File: config.mk
export PLATFORM = sky130hd
export DESIGN_NAME = adc_trig_ctrl
export DESIGN_NICKNAME = d
export VERILOG_FILES = /design/src/rtl/atc_pkg.sv /design/src/rtl/atc_sync2.sv /design/src/rtl/atc_cfg.sv /design/src/rtl/atc_trigger.sv /design/src/rtl/atc_status.sv /design/src/rtl/adc_trig_ctrl.sv
export SDC_FILE = /design/constraint.sdc
export NUM_CORES = 1
export LEC_CHECK = 0
export BUFFER_PORTS_ARGS = -buffer_cell sky130_fd_sc_hd__buf_2
export CAP_MARGIN = 15
export CELL_PAD_IN_SITES_DETAIL_PLACEMENT = 1
export CELL_PAD_IN_SITES_GLOBAL_PLACEMENT = 1
export CORE_UTILIZATION = 37
export DETAILED_ROUTE_END_ITERATION = 12
export PLACE_DENSITY = 0.89
export SYNTH_ARGS = -nofsm -noshare
export SYNTH_HDL_FRONTEND = slang
export SYNTH_HIERARCHICAL = 1
export SYNTH_SLANG_ARGS = --single-unit
export TNS_END_PERCENT = 50
File: constraint.sdc
create_clock -name clk -period 4.55 [get_ports clk]
set_input_delay 0.91 -clock clk [delete_from_list [all_inputs] [get_ports clk]]
set_output_delay 0.91 -clock clk [all_outputs]
set_load 0.02 [all_outputs]
File: src/rtl/atc_pkg.sv
package atc_pkg;

    typedef struct packed {
        logic burst;     // 1: burst mode, 0: continuous
        logic int_src;   // 1: control word starts bursts
        logic pol_high;  // level / edge polarity
        logic int_sync;  // 1: sync pulse made internally
    } atc_cfg_t;

    localparam atc_cfg_t CFG_RESET = '{burst: 1'b0, int_src: 1'b0,
                                       pol_high: 1'b1, int_sync: 1'b0};

endpackage

File: src/rtl/atc_sync2.sv
module atc_sync2 #(
    parameter int WIDTH  = 2,
    parameter int STAGES = 2
) (
    input  logic             clk,
    input  logic             rst_n,
    input  logic [WIDTH-1:0] din,
    output logic [WIDTH-1:0] dout
);
    logic [STAGES-1:0][WIDTH-1:0] chain_d, chain_q;

    always_comb begin
        chain_d[0] = din;
        for (int i = 1; i < STAGES; i++) begin
            chain_d[i] = chain_q[i-1];
        end
    end

    always_ff @(posedge clk or negedge rst_n) begin
        if (!rst_n) chain_q <= '0;
        else        chain_q <= chain_d;
    end

    assign dout = chain_q[STAGES-1];
endmodule

File: src/rtl/atc_cfg.sv
module atc_cfg
    import atc_pkg::*;
#(
    parameter int CW_W      = 32,
    parameter int POL_BIT   = 26,
    parameter int SRC_BIT   = 25,
    parameter int MODE_BIT  = 24,
    parameter int ISYNC_BIT = 23
) (
    input  logic            clk,
    input  logic            rst_n,
    input  logic [CW_W-1:0] ctrl_word,
    input  logic            ctrl_valid,
    output atc_cfg_t        word_cfg,
    output atc_cfg_t        cfg_q
);
    atc_cfg_t cfg_d;

    always_comb begin
        word_cfg.burst    = ctrl_word[MODE_BIT];
        word_cfg.int_src  = ctrl_word[SRC_BIT];
        word_cfg.pol_high = ctrl_word[POL_BIT];
        word_cfg.int_sync = ctrl_word[ISYNC_BIT];
        cfg_d = ctrl_valid ? word_cfg : cfg_q;
    end

    always_ff @(posedge clk or negedge rst_n) begin
        if (!rst_n) cfg_q <= CFG_RESET;
        else        cfg_q <= cfg_d;
    end
endmodule

File: src/rtl/atc_trigger.sv
module atc_trigger
    import atc_pkg::*;
#(
    parameter int BURST_LEN = 256
) (
    input  logic     clk,
    input  logic     rst_n,
    input  atc_cfg_t cfg_q,
    input  atc_cfg_t word_cfg,
    input  logic     ctrl_valid,
    input  logic     trig_s,
    input  logic     sample_valid,
    output logic     capture_en
);
    localparam int CNT_W = (BURST_LEN > 1) ? $clog2(BURST_LEN) : 1;
    localparam logic [CNT_W-1:0] LAST = CNT_W'(BURST_LEN - 1);

    typedef struct packed {
        logic             active;
        logic [CNT_W-1:0] cnt;
        logic             trig_prev;
    } trig_st_t;

    trig_st_t st_d, st_q;
    logic rise, fall, edge_hit, level_on, gate;

    always_comb begin
        st_d           = st_q;
        st_d.trig_prev = trig_s;

        rise     = trig_s & ~st_q.trig_prev;
        fall     = ~trig_s & st_q.trig_prev;
        edge_hit = cfg_q.pol_high ? rise : fall;
        level_on = (trig_s == cfg_q.pol_high);
        gate     = cfg_q.burst ? st_q.active : level_on;
        capture_en = gate & sample_valid;

        if (st_q.active && capture_en) begin
            if (st_q.cnt == LAST) begin
                st_d.active = 1'b0;
                st_d.cnt    = '0;
            end else begin
                st_d.cnt = st_q.cnt + 1'b1;
            end
        end

        if (ctrl_valid) begin
            if (!word_cfg.burst) begin
                st_d.active = 1'b0;
                st_d.cnt    = '0;
            end else if (word_cfg.int_src && !st_q.active) begin
                st_d.active = 1'b1;
                st_d.cnt    = '0;
            end
        end else if (cfg_q.burst && !cfg_q.int_src && !st_q.active && edge_hit) begin
            st_d.active = 1'b1;
            st_d.cnt    = '0;
        end
    end

    always_ff @(posedge clk or negedge rst_n) begin
        if (!rst_n) st_q <= '0;
        else        st_q <= st_d;
    end
endmodule

File: src/rtl/atc_status.sv
module atc_status
    import atc_pkg::*;
(
    input  logic     clk,
    input  logic     rst_n,
    input  atc_cfg_t cfg_q,
    input  atc_cfg_t word_cfg,
    input  logic     ctrl_valid,
    input  logic     sync_s,
    input  logic     fifo_full,
    output logic     sync_out,
    output logic     overrun
);
    typedef struct packed {
        logic sync_pulse;
        logic overrun;
    } stat_t;

    stat_t st_d, st_q;

    always_comb begin
        st_d.sync_pulse = ctrl_valid & word_cfg.int_sync;
        if (fifo_full)       st_d.overrun = 1'b1;
        else if (ctrl_valid) st_d.overrun = 1'b0;
        else                 st_d.overrun = st_q.overrun;
    end

    always_ff @(posedge clk or negedge rst_n) begin
        if (!rst_n) st_q <= '0;
        else        st_q <= st_d;
    end

    assign sync_out = cfg_q.int_sync ? st_q.sync_pulse : sync_s;
    assign overrun  = st_q.overrun;
endmodule

File: src/rtl/adc_trig_ctrl.sv
module adc_trig_ctrl
    import atc_pkg::*;
#(
    parameter int CW_W        = 32,
    parameter int POL_BIT     = 26,
    parameter int SRC_BIT     = 25,
    parameter int MODE_BIT    = 24,
    parameter int ISYNC_BIT   = 23,
    parameter int BURST_LEN   = 256,
    parameter int SYNC_STAGES = 2
) (
    input  logic            clk,
    input  logic            rst_n,
    input  logic [CW_W-1:0] ctrl_word,
    input  logic            ctrl_valid,
    input  logic            ext_trig,
    input  logic            ext_sync,
    input  logic            sample_valid,
    input  logic            fifo_full,
    output logic            capture_en,
    output logic            sync_out,
    output logic            overrun
);
    atc_cfg_t   word_cfg, cfg_q;
    logic [1:0] pins_s;

    atc_sync2 #(.WIDTH(2), .STAGES(SYNC_STAGES)) u_sync (
        .clk (clk),
        .rst_n (rst_n),
        .din ({ext_sync, ext_trig}),
        .dout (pins_s)
    );

    atc_cfg #(
        .CW_W (CW_W), .POL_BIT (POL_BIT), .SRC_BIT (SRC_BIT),
        .MODE_BIT (MODE_BIT), .ISYNC_BIT (ISYNC_BIT)
    ) u_cfg (
        .clk (clk), .rst_n (rst_n),
        .ctrl_word (ctrl_word), .ctrl_valid (ctrl_valid),
        .word_cfg (word_cfg), .cfg_q (cfg_q)
    );

    atc_trigger #(.BURST_LEN(BURST_LEN)) u_trig (
        .clk (clk), .rst_n (rst_n),
        .cfg_q (cfg_q), .word_cfg (word_cfg), .ctrl_valid (ctrl_valid),
        .trig_s (pins_s[0]), .sample_valid (sample_valid),
        .capture_en (capture_en)
    );

    atc_status u_stat (
        .clk (clk), .rst_n (rst_n),
        .cfg_q (cfg_q), .word_cfg (word_cfg), .ctrl_valid (ctrl_valid),
        .sync_s (pins_s[1]), .fifo_full (fifo_full),
        .sync_out (sync_out), .overrun (overrun)
    );
endmodule

==> results of run 1 <==
final timing paths:
kind	from	to	cells past startpoint
max	u_cfg/cfg_q[1]	capture_en	4
min	u_sync/chain_d[3]	u_sync/dout[1]	0
max reg2reg	u_cfg/cfg_q[1]	u_trig/st_q[8]	4
min reg2reg	u_sync/chain_d[3]	u_sync/dout[1]	0
max in group asynchronous	rst_n	u_cfg/cfg_q[1]	1
min in group asynchronous	rst_n	u_trig/st_q[6]	1
registers in the layout, summed over array words and instances (netlist names):
signal          count
u_trig/st_q        10
u_cfg/cfg_q         4
u_sync/chain_d      2
u_sync/dout         2
u_stat/overrun      1
u_stat/st_q         1
critical path: cells and delay by family, from the launching register on:
| kind | cells | cell delay (ns) |
|---|---|---|
| flops | 1 | 0.58 |
| mux | 1 | 0.31 |
| xor+xnor | 1 | 0.16 |
| simple gates | 1 | 0.15 |
| buf+inv | 1 | 0.15 |
area by class of cell:
type                       instances  area, µm²
timing repair buffer              13      65.06
inverter                           4      15.01
tap                               30      37.54
clock buffer                       3      22.52
multi-input combinational         58      450.4
clock inverter                     1      30.03
sequential                        20      501.7
fill                             282       1378
per-layer routing:
layer  GRT usage (%)  wire length [µm]  up-vias
met1           19.79               782      353
met5               0                 0        -
met3           1.695                39        5
li1                -                 -      343
met2           25.10               974       11
met4           9.211                46        0
stage by stage:
step	instance area, µm²	utilization [%]
final	1122	44.89
after detailed placement	1070	42.79
after global routing	1122	44.89
after floorplan	989.7	-
after global placement	1070	42.79
after CTS	1122	44.89
power by group:
| group | internal [µW] | switching, µW | leakage (µW) |
|---|---|---|---|
| clock network | 89.1 | 54.0 | 0.0000279 |
| logic | 30.7 | 32.9 | 0.000220 |
| registers | 194 | 18.8 | 0.000250 |
| total | 314 | 106 | 0.000498 |
cells in the final DEF, fill, tap and decap left out, drive strengths merged, types with 2 or more instances in the layout:
master  instances
buf            13
or3             2
a21oi           3
nand3           4
xor2            2
o211ai          2
and2            4
o21ai           4
mux2            6
a31oi           2
dfrtp          19
clkbuf          3
and3            3
or4             2
nor2            3
inv             4
nand4           2
nand2           3
==> results.md, run 1 <==
* Status: completed
* Leakage power at 0.0004976 µW
* Clk Latency, worst-skew pair at 0.30 ns
* Clock Pin Slew Worst Setup and Hold Paths at 0.11 ns
* # diodes at 0
* YS warnings at 6
* Placed insts at 125
* Period utilization at 56.22%
* Post-CTS Resized at 0
* Setup-failing EPs final at 0
* CTS Hold Bufs at 0
* WHS at 0.3617 ns
* Vias per cell at 5.519
* Initial DRC Count at 13
* Final ANT Viol Nets at 0
* Setup TNS Final at 0 ns
* Cells after Synth at 85
* Core Area at 0.002500 mm²
* H-Tree Depth at 1
* CP max stage cell: dfstp_2
* Chip width at 53.72 µm
* DP HPWL at 1.409 mm
* Share of cells above drive strength 1 at 30.30%
* Post-route DRC at 0
* CTS root buffer: clkbuf_4
* Critical Path Max Stage Delay at 0.58 ns
* Die ar. at 0.002886 mm²
* Setup Fix Bufs, Post-CTS at 0
* WP data required at 3.64 ns
* Crit-path cells: xnor2_1 -> mux2_2 -> and2_1 -> buf_2
* PwrDens at 373.9 mW/mm²
* Relative slew slack at 71.24%
* I/O Buffers at 13
* RSZ-0062 raised after global routing: no
* Final hold violations at 0
* Initial antenna violation count at 0
* Routed len/inst at 14.29 µm
* TritonCTS clock tree: done
* Syn avg cell area at 11.64 µm²
* CP Class: register to output port
* Hold Crit Class: register to register
* Maximum VDD drop at 287.8 µV
* Largest net degree at the start of global routing at 21
* Row count at 18
* P&R area growth vs syn at 13.40%
* CP endpoint kind: output port
* First-pass DRT Iterations at 4
* Worst slack, placed at 2.335 ns
* Post-synth net total at 125
* Non-Filler Instances at 129
* Setup Skew at 0.001884 ns
* Global route overflow at 0
* Final GP Congestion at 0.7249
* Starting Density at 39.59%
* Boundary Pins at 42
* Slew @ Worst Pin at 0.4283 ns
* Critical Path Start Type: register
* Max-cap violation count at 0
* First-pass GRT wire length at 3.139 mm
* Detailed Route WL at 1.844 mm
* Min setup slack post-route at 1.992 ns
* CP Max Fanout at 5
* Max-slew violations at 0
* Chip height at 53.72 µm
* Vias in the first global route at 732
* Fin nets at 140
* F_max at 391.0 MHz
* Vias post-DR at 712
* R2R setup slack at 2.78 ns
* Clock Sinks at 20
* CP arrival at 1.65 ns
* Post-Syn Area at 989.7 µm²
* Total Power at 419.6 µW
* Tmin final at 2.558 ns
* Bufs on Longest Clock Path at 2
* Total CTS buffers at 3
* GRT Util Overall at 15.52%
(Power assumes the default switching activity.)
==> inputs of run 2 (changes only) <==
- CORE_UTILIZATION: 37 -> 31
- PLACE_DENSITY: 0.89 -> 0.81
- clock period: 4.55 -> 2.1 ns (I/O delays scaled with it)
==> results.md, run 2 (synthesized netlist as in run 1, its figures left out) <==
* Status: completed
* Largest net degree at the start of global routing at 21
* Maximum VDD drop at 304.5 µV
* Die ar. at 0.003422 mm²
* Hold Crit Class: input pin to async pin
* CP arrival at 1.59 ns
* Detailed Route WL at 2.063 mm
* Total CTS buffers at 3
* Top flop regs: u_trig/st_q (10), u_cfg/cfg_q (4)
* GRT Util Overall at 14.19%
* P&R area growth vs syn at 17.83%
* CTS root buffer: clkbuf_4
* Crit-path leading delay family: flip-flops
* RSZ-0062 raised after global routing: no
* Setup-failing EPs final at 0
* Tmin final at 2.012 ns
* Commonest cells after routing, fill and taps aside: 19 x dfrtp_1, 13 x buf_2, 5 x mux2_2
* Clock Pin Slew Worst Setup and Hold Paths at 0.11 ns
* WP data required at 1.68 ns
* # diodes at 0
* Initial DRC Count at 3
* Largest Register: u_trig/st_q
* Starting Density at 32.42%
* WP buf/inv at 1
* Final hold violations at 0
* Setup Skew at 0.005004 ns
* I/O Buffers at 13
* CP max stage cell: dfstp_2
* Max FFs per register at 10
* CTS Hold Bufs at 0
* Bufs on Longest Clock Path at 2
* PwrDens at 793.7 mW/mm²
* Vias post-DR at 730
* Vias per cell at 5.069
* Non-Filler Instances at 144
* Most common cell after layout, fill and taps aside: dfrtp_1
* CP Max Fanout at 4
* Critical Path Max Stage Delay at 0.62 ns
* Clock Sinks at 20
* H-Tree Depth at 1
* F_max at 496.9 MHz
* CP endpoint kind: output port
* Max-cap violation count at 0
* WHS at 0.03823 ns
* Crit-path cells: xnor2_4 -> mux2_2 -> and2_1 -> buf_2
* Routed len/inst at 14.33 µm
* Period utilization at 95.82%
* DP HPWL at 1.444 mm
* Final GP Congestion at 0.7383
* Chip width at 58.50 µm
* Boundary Pins at 42
* Placed insts at 139
* Final ANT Viol Nets at 0
* Max-slew violations at 0
* Fin nets at 141
* Vias in the first global route at 733
* Global route overflow at 0
* Initial antenna violation count at 0
* Leakage power at 0.0005095 µW
* Clk Latency, worst-skew pair at 0.30 ns
* First-pass GRT wire length at 3.505 mm
* Post-route DRC at 0
* Final instance area at 0.001166 mm²
* Row count at 20
* Slew @ Worst Pin at 0.4377 ns
* Setup TNS Final at 0 ns
* CP Class: register to output port
* Placed cell area at 0.001087 mm²
* Core Area at 0.003053 mm²
* Relative slew slack at 70.82%
* Share of cells above drive strength 1 at 32.00%
* First-pass DRT Iterations at 2
* TritonCTS clock tree: done
* Chip height at 58.50 µm
* Critical Path Start Type: register
-- run 2: worst register-to-register path, stage by stage (launching register included) --
cell,delay [ns]
dfrtp_1,0.49
or3b_4,0.43
a2111oi_4,0.41
o22a_4,0.25
o21ba_1,0.16
-- run 2: per-layer routing --
layer / global-route usage (%) / share of wire (%)
met5: 0 / 0
met4: 7.143 / 3.1
met3: 2.637 / 1.9
met2: 23.15 / 54
met1: 18.07 / 41
-- run 2: where the power goes --
group	leakage, µW	total [µW]	switching, µW	internal (µW)
sequential	0.000250	466	45.6	421
clock	0.0000279	310	117	193
combinational	0.000232	149	74.8	74.6
total	0.000509	926	237	688
-- run 2: area by class of cell --
| type | count | area [µm²] |
|---|---|---|
| Fill cell | 362 | 1887 |
| Sequential cell | 20 | 501.7 |
| Multi-Input combinational cell | 58 | 469.2 |
| Timing Repair Buffer | 14 | 72.57 |
| Tap cell | 44 | 55.05 |
| Clock inverter | 1 | 30.03 |
| Clock buffer | 3 | 22.52 |
| Inverter | 4 | 15.01 |
-- run 2: repair_timing --
item	CTS	global route
hold endpoints to repair	0	0
pin swaps	0	1
resized for setup	1	1
buffers inserted	0	1
endpoints found under the setup margin	1	1
-- run 2: final timing paths --
| path | slack, ns | cells after the start | to | start |
|---|---|---|---|---|
| min in group clk | 0.22 | 1 | u_sync/chain_d[3] | ext_sync |
| max in group asynchronous | 1.73 | 1 | u_cfg/cfg_q[1] | rst_n |
| hold / removal | 0.04 | 1 | u_trig/st_q[8] | rst_n |
| setup / recovery | 0.09 | 4 | capture_en | u_cfg/cfg_q[1] |
| hold reg to reg | 0.36 | 0 | u_sync/dout[1] | u_sync/chain_d[3] |
| setup reg to reg | 0.26 | 4 | u_trig/st_q[2] | u_sync/dout[0] |
-- run 2: per-stage QoR --
step	setup WS (ns)	total power [µW]	utilization [%]
2_1_floorplan	0.4862	560.4	-
3_3_place_gp	0.3742	596.5	35.61
3_5_place_dp	0.3530	609.8	35.61
4_1_cts	0.04735	929.3	37.58
5_1_grt	0.004822	976.4	38.20
6_report	0.08768	925.6	38.20
==> inputs of run 3 (changes only) <==
- CORE_UTILIZATION: 31 -> 30
- PLACE_DENSITY: 0.81 -> 0.79
==> results.md, run 3 (synthesized netlist as in run 1, its figures left out) <==
* First-pass DRT Iterations at 4
* Initial antenna violation count at 0
* Row count at 20
* Largest Register: u_trig/st_q
* Relative slew slack at 69.79%
* Final ANT Viol Nets at 0
* DP HPWL at 1.505 mm
* Setup-failing EPs final at 0
* Boundary Pins at 42
* Global route overflow at 0
* Crit-path cells: xnor2_4 -> mux2_2 -> and2_1 -> buf_2
* Gate power share at 16.2%
* Min setup slack post-route at 0.08696 ns
* GRT Util Overall at 13.84%
* WHS at 0.04200 ns
* Vias post-DR at 731
* Vias per cell at 5.076
* Sw Pwr at 246.3 µW
* Clock Sinks at 20
* Max FFs per register at 10
* Chip height at 59.44 µm
* CP arrival at 1.59 ns
* RSZ-0062 raised after global routing: no
* Detailed Route WL at 2.015 mm
* Sequential share of power at 49.8%
* Top flop regs: u_trig/st_q (10), u_cfg/cfg_q (4)
* F_max at 496.8 MHz
* Max-cap violation count at 0
* P_int at 688.4 µW
* P&R area growth vs syn at 17.83%
* Share of cells above drive strength 1 at 32.00%
* Max-slew violations at 0
* Post-route DRC at 0
* Most common cell after layout, fill and taps aside: dfrtp_1
* Vias in the first global route at 788
* Setup TNS Final at 0 ns
* Clk Latency, worst-skew pair at 0.30 ns
* Commonest cells after routing, fill and taps aside: 19 x dfrtp_1, 13 x buf_2, 5 x mux2_2
* PwrDens at 801.6 mW/mm²
* Routed len/inst at 13.99 µm
* Slew @ Worst Pin at 0.4532 ns
* Total CTS buffers at 3
* Hold Crit Class: input pin to async pin
* Status: completed
* Critical Path Max Stage Delay at 0.62 ns
* CTS Hold Bufs at 0
* TritonCTS clock tree: done
* Critical Path Start Type: register
* CP endpoint kind: output port
* Clock Pin Slew Worst Setup and Hold Paths at 0.12 ns
* Final hold violations at 0
* FF-to-FF path depth at 4
* First-pass GRT wire length at 3.622 mm
* Initial DRC Count at 7
* Chip width at 59.44 µm
* H-Tree Depth at 1
* Sw frac at 26.35%
* Bufs on Longest Clock Path at 2
* CP max stage cell: dfstp_2
* Setup Skew at 0.003359 ns
* # diodes at 0
* Worst slack, placed at 0.2977 ns
* Clock share of power at 34.1%
* Fin nets at 141
* Largest net degree at the start of global routing at 21
* Final GP Congestion at 0.7880
* Tmin final at 2.013 ns
* Period utilization at 95.86%
* CP Max Fanout at 4
* WP data required at 1.68 ns
* Maximum VDD drop at 328.5 µV
* Die ar. at 0.003533 mm²
* CTS root buffer: clkbuf_4
* CP Class: register to output port
* Starting Density at 31.90%
* I/O Buffers at 13
* Core Area at 0.003103 mm²
* Leakage power at 0.0005095 µW
run 3: cell counts in the layout (fill, tap and decap cells not counted):
No cell type changed its count.
run 3: final timing paths:
kind / from / end / slack (ns)
max: u_cfg/cfg_q[1] / capture_en / 0.09
min: rst_n / u_trig/st_q[8] / 0.04
max reg2reg: u_sync/dout[0] / u_trig/st_q[2] / 0.29
min reg2reg: u_sync/chain_d[3] / u_sync/dout[1] / 0.36
max in group asynchronous: rst_n / u_cfg/cfg_q[1] / 1.71
min in group clk: ext_trig / u_sync/chain_d[2] / 0.21
run 3: power by group through the flow:
stage	Sequential [µW]	Clock, µW	Combinational, µW
after floorplan	461	0	99.8
after global placement	467	0	132
after detailed placement	470	0	143
after CTS	463	327	146
after global routing	475	343	166
final	465	319	151
run 3: layer usage:
metal / global-route usage (%) / vias to the layer above / share of wire [%] / wire length [µm]
li1: - / 344 / - / -
met1: 17.42 / 376 / 45 / 907
met2: 23.43 / 9 / 53 / 1058
met3: 2.183 / 2 / 2.0 / 40
met4: 5.782 / 0 / 0.40 / 8
met5: 0 / - / 0 / 0
run 3: through the flow:
step	total power (µW)	util [%]	cell area, µm²	cells
2_1_floorplan	560.4	-	989.7	85
3_3_place_gp	599.1	35.04	1087	139
3_5_place_dp	612.5	35.04	1087	139
4_1_cts	936.5	36.98	1147	143
5_1_grt	983.7	37.58	1166	144
6_report	934.7	37.58	1166	144
run 3: layout make-up:
cell class,count,area [µm²]
Fill cell,357,1937
Multi-Input combinational cell,58,469.2
Tap cell,44,55.05
Sequential cell,20,501.7
Timing Repair Buffer,14,72.57
Clock inverter,1,30.03
Inverter,4,15.01
Clock buffer,3,22.52
run 3: critical path: cells and delay by family, from the launching register on:
kind                   cells  cell delay (ns)
XOR/XNOR                   1             0.08
multiplexers               1             0.29
AND/OR/NAND/NOR            1             0.15
buffers and inverters      1             0.15
flip-flops                 1             0.62
run 3: timing repair:
action                                  4_1_cts  5_1_grt
pin swaps                                     0        1
setup buffers                                 0        1
resized for setup                             1        1
endpoints found under the setup margin        1        1
endpoints found under the hold margin         0        0
